`src/rtl/fsc_pkg.sv`:
```
package fsc_pkg;
    localparam int STAT_W = 4;
    localparam int NUM_STAGES = 4;

    typedef enum logic [STAT_W-1:0] {
        ST_IDLE       = 4'd0,
        ST_RUN        = 4'd1,
        ST_SQUASH     = 4'd2,
        ST_BLOCK      = 4'd3,
        ST_WAIT_RESP  = 4'd4,
        ST_WAIT_RETRY = 4'd5,
        ST_ACC_DONE   = 4'd6,
        ST_TRAP       = 4'd7,
        ST_QUIESCE    = 4'd8
    } fstat_e;

    typedef enum logic [2:0] {
        OP_TURN    = 3'd0,
        OP_SENT    = 3'd1,
        OP_REFUSED = 3'd2,
        OP_FAULT   = 3'd3,
        OP_QUIESCE = 3'd4
    } turn_op_e;
endpackage

```
`src/rtl/fsc_stall_track.sv`:
```
module fsc_stall_track #(
    parameter int NUM_STAGES = 4
) (
    input  logic                  clk,
    input  logic                  rst_n,
    input  logic [NUM_STAGES-1:0] hold_i,
    input  logic [NUM_STAGES-1:0] release_i,
    input  logic                  ctx_switch,
    output logic                  stalled_o
);
    logic [NUM_STAGES-1:0] stall_d, stall_q;

    // hold wins over release in the same cycle
    always_comb begin
        stall_d = (stall_q & ~release_i) | hold_i;
    end

    always_ff @(posedge clk) begin
        if (!rst_n) stall_q <= '0;
        else        stall_q <= stall_d;
    end

    assign stalled_o = (|stall_d) | ctx_switch;

    for (genvar s = 0; s < NUM_STAGES; s++) begin : g_chk

        hold_sets_chk: assert property (@(posedge clk) disable iff (!rst_n)
            hold_i[s] |=> stall_q[s]);
    end
endmodule

```
`src/rtl/fsc_thread_fsm.sv`:
```
module fsc_thread_fsm
    import fsc_pkg::*;
#(
    parameter int TAG_W = 4
) (
    input  logic              clk,
    input  logic              rst_n,
    input  logic              active,
    input  logic              stalled,
    input  logic              late_sq,
    input  logic              rob_sq,
    input  logic              early_sq,
    input  logic              resp_hit,
    input  logic [TAG_W-1:0]  resp_tag,
    input  logic              turn_hit,
    input  logic [2:0]        turn_op,
    input  logic [TAG_W-1:0]  turn_tag,
    input  logic              grant_hit,
    input  logic              slot_free,
    input  logic              slot_mine,
    output logic [STAT_W-1:0] status_o,
    output logic              claim_o,
    output logic              release_o,
    output logic              accept_o
);
    typedef struct packed {
        fstat_e             status;
        logic [TAG_W-1:0]   tag;
    } thr_st_t;

    thr_st_t st_d, st_q;
    logic    squash_now;

    always_comb begin
        st_d       = st_q;
        claim_o    = 1'b0;
        release_o  = 1'b0;
        accept_o   = 1'b0;
        squash_now = 1'b0;
        if (active) begin
            if (late_sq || rob_sq || (early_sq && st_q.status != ST_SQUASH)) begin
                st_d.status = ST_SQUASH;
                squash_now  = 1'b1;
            end else if (stalled && st_q.status != ST_WAIT_RESP &&
                         st_q.status != ST_WAIT_RETRY) begin
                st_d.status = ST_BLOCK;
            end else if (st_q.status == ST_BLOCK || st_q.status == ST_SQUASH) begin
                st_d.status = ST_RUN;
            end else begin
                case (st_q.status)
                    ST_WAIT_RESP: begin
                        if (resp_hit && resp_tag == st_q.tag) begin
                            accept_o    = 1'b1;
                            st_d.status = stalled ? ST_BLOCK : ST_ACC_DONE;
                        end
                    end
                    ST_WAIT_RETRY: begin
                        if (grant_hit) begin
                            st_d.status = ST_WAIT_RESP;
                            release_o   = 1'b1;
                        end
                    end
                    ST_ACC_DONE: begin
                        if (turn_hit) st_d.status = ST_RUN;
                    end
                    ST_RUN: begin
                        if (turn_hit) begin
                            case (turn_op_e'(turn_op))
                                OP_SENT: begin
                                    st_d.status = ST_WAIT_RESP;
                                    st_d.tag    = turn_tag;
                                end
                                OP_REFUSED: begin
                                    if (slot_free) begin
                                        st_d.status = ST_WAIT_RETRY;
                                        st_d.tag    = turn_tag;
                                        claim_o     = 1'b1;
                                    end
                                end
                                OP_FAULT:   st_d.status = ST_TRAP;
                                OP_QUIESCE: st_d.status = ST_QUIESCE;
                                default:    ;
                            endcase
                        end
                    end
                    default: ;
                endcase
            end
            if (squash_now && slot_mine) release_o = 1'b1;
        end
    end

    always_ff @(posedge clk) begin
        if (!rst_n) begin
            st_q.status <= ST_RUN;
            st_q.tag    <= '0;
        end else begin
            st_q <= st_d;
        end
    end

    assign status_o = st_q.status;


    late_wins_chk: assert property (@(posedge clk) disable iff (!rst_n)
        (active && late_sq) |=> status_o == ST_SQUASH);


    retry_holds_chk: assert property (@(posedge clk) disable iff (!rst_n)
        (active && status_o == ST_WAIT_RETRY && !late_sq && !rob_sq &&
         !early_sq && !grant_hit) |=> status_o == ST_WAIT_RETRY);


    resume_chk: assert property (@(posedge clk) disable iff (!rst_n)
        (active && status_o == ST_BLOCK && !stalled && !late_sq && !rob_sq &&
         !early_sq) |=> status_o == ST_RUN);
endmodule

```
`src/rtl/fetch_status_ctrl.sv`:
```
module fetch_status_ctrl
    import fsc_pkg::*;
#(
    parameter int NUM_THREADS = 4,
    parameter int TAG_W       = 4,
    parameter int CNT_W       = 8,
    localparam int TID_W      = (NUM_THREADS > 1) ? $clog2(NUM_THREADS) : 1
) (
    input  logic                          clk,
    input  logic                          rst_n,
    input  logic [NUM_THREADS-1:0]        thread_active,
    input  logic [NUM_THREADS-1:0]        dec_hold,
    input  logic [NUM_THREADS-1:0]        dec_release,
    input  logic [NUM_THREADS-1:0]        ren_hold,
    input  logic [NUM_THREADS-1:0]        ren_release,
    input  logic [NUM_THREADS-1:0]        exe_hold,
    input  logic [NUM_THREADS-1:0]        exe_release,
    input  logic [NUM_THREADS-1:0]        cmt_hold,
    input  logic [NUM_THREADS-1:0]        cmt_release,
    input  logic                          ctx_switch,
    input  logic [NUM_THREADS-1:0]        late_squash,
    input  logic [NUM_THREADS-1:0]        rob_squash,
    input  logic [NUM_THREADS-1:0]        early_squash,
    input  logic                          turn_valid,
    input  logic [TID_W-1:0]              turn_tid,
    input  logic [2:0]                    turn_op,
    input  logic [TAG_W-1:0]              turn_tag,
    input  logic                          resp_valid,
    input  logic [TID_W-1:0]              resp_tid,
    input  logic [TAG_W-1:0]              resp_tag,
    input  logic                          retry_grant,
    output logic [STAT_W*NUM_THREADS-1:0] status_o,
    output logic                          stage_active,
    output logic                          cache_blocked,
    output logic [CNT_W-1:0]              discard_cnt
);
    typedef struct packed {
        logic             owner_valid;
        logic [TID_W-1:0] owner;
        logic [CNT_W-1:0] cnt;
    } top_st_t;

    top_st_t top_d, top_q;

    logic [STAT_W-1:0]      stat [NUM_THREADS];
    logic [NUM_THREADS-1:0] stalled, claim, release_v, accept;

    for (genvar t = 0; t < NUM_THREADS; t++) begin : g_thr
        fsc_stall_track #(.NUM_STAGES(NUM_STAGES)) u_stall (
            .clk       (clk),
            .rst_n     (rst_n),
            .hold_i    ({cmt_hold[t], exe_hold[t], ren_hold[t], dec_hold[t]}),
            .release_i ({cmt_release[t], exe_release[t], ren_release[t], dec_release[t]}),
            .ctx_switch(ctx_switch),
            .stalled_o (stalled[t])
        );

        fsc_thread_fsm #(.TAG_W(TAG_W)) u_fsm (
            .clk       (clk),
            .rst_n     (rst_n),
            .active    (thread_active[t]),
            .stalled   (stalled[t]),
            .late_sq   (late_squash[t]),
            .rob_sq    (rob_squash[t]),
            .early_sq  (early_squash[t]),
            .resp_hit  (resp_valid && resp_tid == TID_W'(t)),
            .resp_tag  (resp_tag),
            .turn_hit  (turn_valid && turn_tid == TID_W'(t)),
            .turn_op   (turn_op),
            .turn_tag  (turn_tag),
            .grant_hit (retry_grant && top_q.owner_valid && top_q.owner == TID_W'(t)),
            .slot_free (!top_q.owner_valid),
            .slot_mine (top_q.owner_valid && top_q.owner == TID_W'(t)),
            .status_o  (stat[t]),
            .claim_o   (claim[t]),
            .release_o (release_v[t]),
            .accept_o  (accept[t])
        );

        assign status_o[t*STAT_W +: STAT_W] = stat[t];
    end

    always_comb begin
        top_d = top_q;
        if (|release_v) top_d.owner_valid = 1'b0;
        for (int t = 0; t < NUM_THREADS; t++) begin
            if (claim[t]) begin
                top_d.owner_valid = 1'b1;
                top_d.owner       = TID_W'(t);
            end
        end
        if (resp_valid && !(|accept)) top_d.cnt = top_q.cnt + 1'b1;
    end

    always_ff @(posedge clk) begin
        if (!rst_n) top_q <= '0;
        else        top_q <= top_d;
    end

    always_comb begin
        stage_active = 1'b0;
        for (int t = 0; t < NUM_THREADS; t++) begin
            if (thread_active[t] && (stat[t] == ST_RUN || stat[t] == ST_SQUASH ||
                                     stat[t] == ST_ACC_DONE))
                stage_active = 1'b1;
        end
    end

    assign cache_blocked = top_q.owner_valid;
    assign discard_cnt   = top_q.cnt;


    slot_owner_waits_chk: assert property (@(posedge clk) disable iff (!rst_n)
        top_q.owner_valid |-> stat[top_q.owner] == ST_WAIT_RETRY);


    discard_counts_chk: assert property (@(posedge clk) disable iff (!rst_n)
        (resp_valid && !(|accept)) |=> discard_cnt == CNT_W'($past(discard_cnt) + 1'b1));
endmodule

```
`config.mk`:
```
export PLATFORM = sky130hd
export DESIGN_NAME = fetch_status_ctrl
export DESIGN_NICKNAME = d
export VERILOG_FILES = /design/src/rtl/fsc_pkg.sv /design/src/rtl/fsc_stall_track.sv /design/src/rtl/fsc_thread_fsm.sv /design/src/rtl/fetch_status_ctrl.sv
export SDC_FILE = /design/constraint.sdc
export NUM_CORES = 1
export LEC_CHECK = 0
export CORE_MARGIN = 2
export CORE_UTILIZATION = 51
export CTS_CLUSTER_DIAMETER = 150
export DETAILED_ROUTE_END_ITERATION = 6
export PLACE_DENSITY_LB_ADDON = 0.2
export SKIP_CTS_REPAIR_TIMING = 1
export SYNTH_ARGS = -nofsm -noshare
export SYNTH_HDL_FRONTEND = slang
export SYNTH_SLANG_ARGS = --single-unit
```
`constraint.sdc`:
```
create_clock -name clk -period 2.85 [get_ports clk]
set_input_delay 0.7125 -clock clk [delete_from_list [all_inputs] [get_ports clk]]
set_output_delay 0.7125 -clock clk [all_outputs]
set_load 0.005 [all_outputs]
```
==> flow_metrics.tcl <==
set metrics [dict create \
    status "finished, final reports clean" \
    layout-drive-gt1-share_pct 17.17 \
    via_count 4655 \
    grt_pass1_vias 4334 \
    ir_drop_v 0.0005512 \
    p_sw_mw 0.6172 \
    synthArstFlopShare_pct 0 \
    fp.dieW_um 95.24 \
    viasPerCell 6.053 \
    p_leak_nw 2.212 \
    r2r_setup_slack_ns 0.39 \
    synth-edff-count 0 \
    clockPowerShare_pct 36.6 \
    pwr-share-comb_pct 23.1 \
    cts_root_buf "clkbuf_8" \
    ctsHtreeMaxLevel 3 \
    end_kind "flip-flop" \
    core_area_um2 8134 \
    path_class "input pin to flip-flop" \
    ys_types 80 \
    wl_per_cell_um 17.18 \
    dp_hpwl_um 10130 \
    critical_path_arrival_ns 3.08 \
    drc 0 \
    placement.io_buffers 94 \
    hold_path_depth 2 \
    whs_ns 0.4872 \
    worst_pin_slew_ns 0.7013 \
    area_growth_pct 36.75 \
    busiest_layer "met2" \
    p_int_mw 1.567 \
    grt_usage_pct 29.90 \
    finalSetupViolCount 0 \
    hold_viol_final 0 \
    dieArea_um2 9070 \
    drt_first_pass_iters 5 \
    io_pins 95 \
    grt_overflow 0 \
    diodes 0 \
    r2r_start "g_thr[0].u_fsm.status_o[1]" \
    syn_avg_cell_area_um2 7.935 \
    yosysWarnings 0 \
    grt_max_degree 48 \
    die-height_um 95.24 \
    gp_congestion 0.9520 \
    drv_slew 0 \
    totalPowerFinal_mw 2.184 \
    crit_path_start_kind "input pin" \
    cts_sinks 59 \
    seqPwrFrac_pct 40.3 \
    syn-cell-area_um2 4245 \
    rr_endpoint "g_thr[0].u_fsm.status_o[2]" \
    critPathMaxFanout 4 \
    fin_skew_ns 0.02138 \
    cts_tree "done" \
    power_density_nw_per_um2 376.2 \
    clk_pin_slew_ns 0.07 \
    ys_seq_area_share_pct 27.82 \
    num_rows 33 \
    synth_nets 605 \
    gr-usage-met2_pct 51.00 \
    final_cell_mix "93 x clkdlybuf4s50_1, 68 x buf_4, 60 x nor2_1" \
    fin_nets 730 \
    grt_pass1_wl_um 21200 \
    min_path_type "flip-flop to flip-flop" \
    antenna_found_initial 0 \
    ant_nets 0 \
    maxSlewHeadroom_pct 52.59 \
    fmax_mhz 356.2 \
    initial_utilization_pct 52.19 \
    holdPathEnd "g_thr[1].u_stall.stall_q[0]" \
    r2r_cells 6 \
    fin_crit_sh_pct 98.51 \
    drt_iter0_drc 477 \
    hold_start "g_thr[1].u_stall.stall_q[0]" \
    netSwitchingFraction_pct 28.26 \
    layout_commonest_cell "clkdlybuf4s50_1" \
    drv_cap 0 \
    fin_crit_ns 2.808 \
    met3_usage_pct 4.980 \
    clk_path_buf_depth 2 \
    synthFlopType "dfxtp_1" \
    clk_latency_ns 0.35 \
    syn_inst 535 \
    drt-total-wl_um 13210 \
    synth_seq_cells 59 \
    cts_made_buffers 9 \
    grtUsageMet1_pct 38.57 \
    cp.required_ns 3.12 \
]
-- state kept, by name, summed over array words and instances (netlist names) --
| signal | flops |
|---|---|
| g_thr.u_fsm.status_o | 16 |
| top_q | 2 |
| discard_cnt | 8 |
| cache_blocked | 1 |
| g_thr.u_stall.stall_q | 16 |
| g_thr.u_fsm.st_q | 16 |
-- synthesized netlist by cell type, types with 5 or more instances --
library cell	n	area, um2
or2_2	6	37.54
buf_4	24	180.2
nor3_1	10	50.05
o22ai_1	5	31.28
or3_1	11	68.82
clkbuf_1	21	78.83
o21ai_0	17	85.08
nand2_1	32	120.1
nand3_1	15	75.07
xnor2_1	6	52.55
nand4_1	8	50.05
a22oi_1	6	45.04
a31oi_1	9	56.30
nor2b_1	17	106.4
a21oi_1	33	165.2
mux2i_1	22	220.2
dfxtp_1	59	1181
xor2_1	11	96.34
nor2_1	60	225.2
o21a_1	5	37.54
o21ai_1	5	25.02
inv_1	21	78.83
nor4_1	6	37.54
nand2b_1	17	106.4
-- worst max-delay path, stage by stage --
cell and delay, ns:
clkdlybuf4s50_1 0.51, buf_4 0.19, xor2_1 0.14, nor4b_1 0.63, a211oi_1 0.16, o211ai_1 0.21
o211a_1 0.31, mux2i_1 0.21
-- cells by family (layout without fill, tap and decap cells) --
kind of cell | Yosys count | count (layout) | synth area share (%)
xor+xnor | 17 | 17 | 3.507
flops | 59 | 59 | 27.82
compound gates | 147 | 147 | 25.82
mux | 23 | 23 | 5.452
fa+ha+maj | 1 | 1 | 0.2947
simple gates | 217 | 217 | 28.32
buf+inv | 71 | 200 | 8.783
-- final cells by class --
cell class	count	area (um2)
well taps	105	131.4
flip-flops and latches	59	1182
clock inverters	4	50.05
clock buffers	11	151.4
multi-input cells	405	2718
inverters	21	78.83
fillers	703	2328
repair buffers	164	1494
-- layer usage --
| layer | vias up | part of all wire, % |
|---|---|---|
| met1 | 2180 | 42 |
| met2 | 227 | 49 |
| li1 | 2216 | - |
| met3 | 32 | 6.9 |
| met4 | 0 | 2.1 |
| met5 | - | 0 |
-- stage by stage --
step           setup TNS [ns]  utilization [%]  cells  setup WS [ns]  cell area [um2]
2_1_floorplan               0                -    535         0.3090             4245
5_1_grt            -0.0004585            71.37    769     -0.0004585             5806
3_5_place_dp           -4.835            68.53    754        -0.3486             5574
4_1_cts               -0.1373            71.00    769        -0.1373             5776
3_3_place_gp           -2.552            68.53    754        -0.2627             5574
6_report                    0            71.37    769        0.04246             5806
-- worst max-delay path by stage --
stage                                       endpoint              from  cells after the start
after floorplan           g_thr[2].u_fsm.status_o[3]    exe_release[2]                      6
after global placement        g_thr[1].u_fsm.st_q[2]    ren_release[1]                      8
after detailed placement      g_thr[1].u_fsm.st_q[3]    ren_release[1]                      8
after CTS                               stage_active  thread_active[3]                      4
after global routing      g_thr[3].u_fsm.status_o[3]       resp_tag[1]                      8
final                     g_thr[3].u_fsm.status_o[2]       resp_tag[1]                      8
-- power groups by stage --
stage	clock network, mW	logic, mW	registers, mW
4_1_cts	0.810	0.495	0.878
2_1_floorplan	0	0.245	0.885
3_5_place_dp	0	0.492	0.897
6_report	0.799	0.505	0.879
5_1_grt	0.846	0.543	0.884
3_3_place_gp	0	0.481	0.895
No activity file was read; power rests on OpenSTA's default activity.
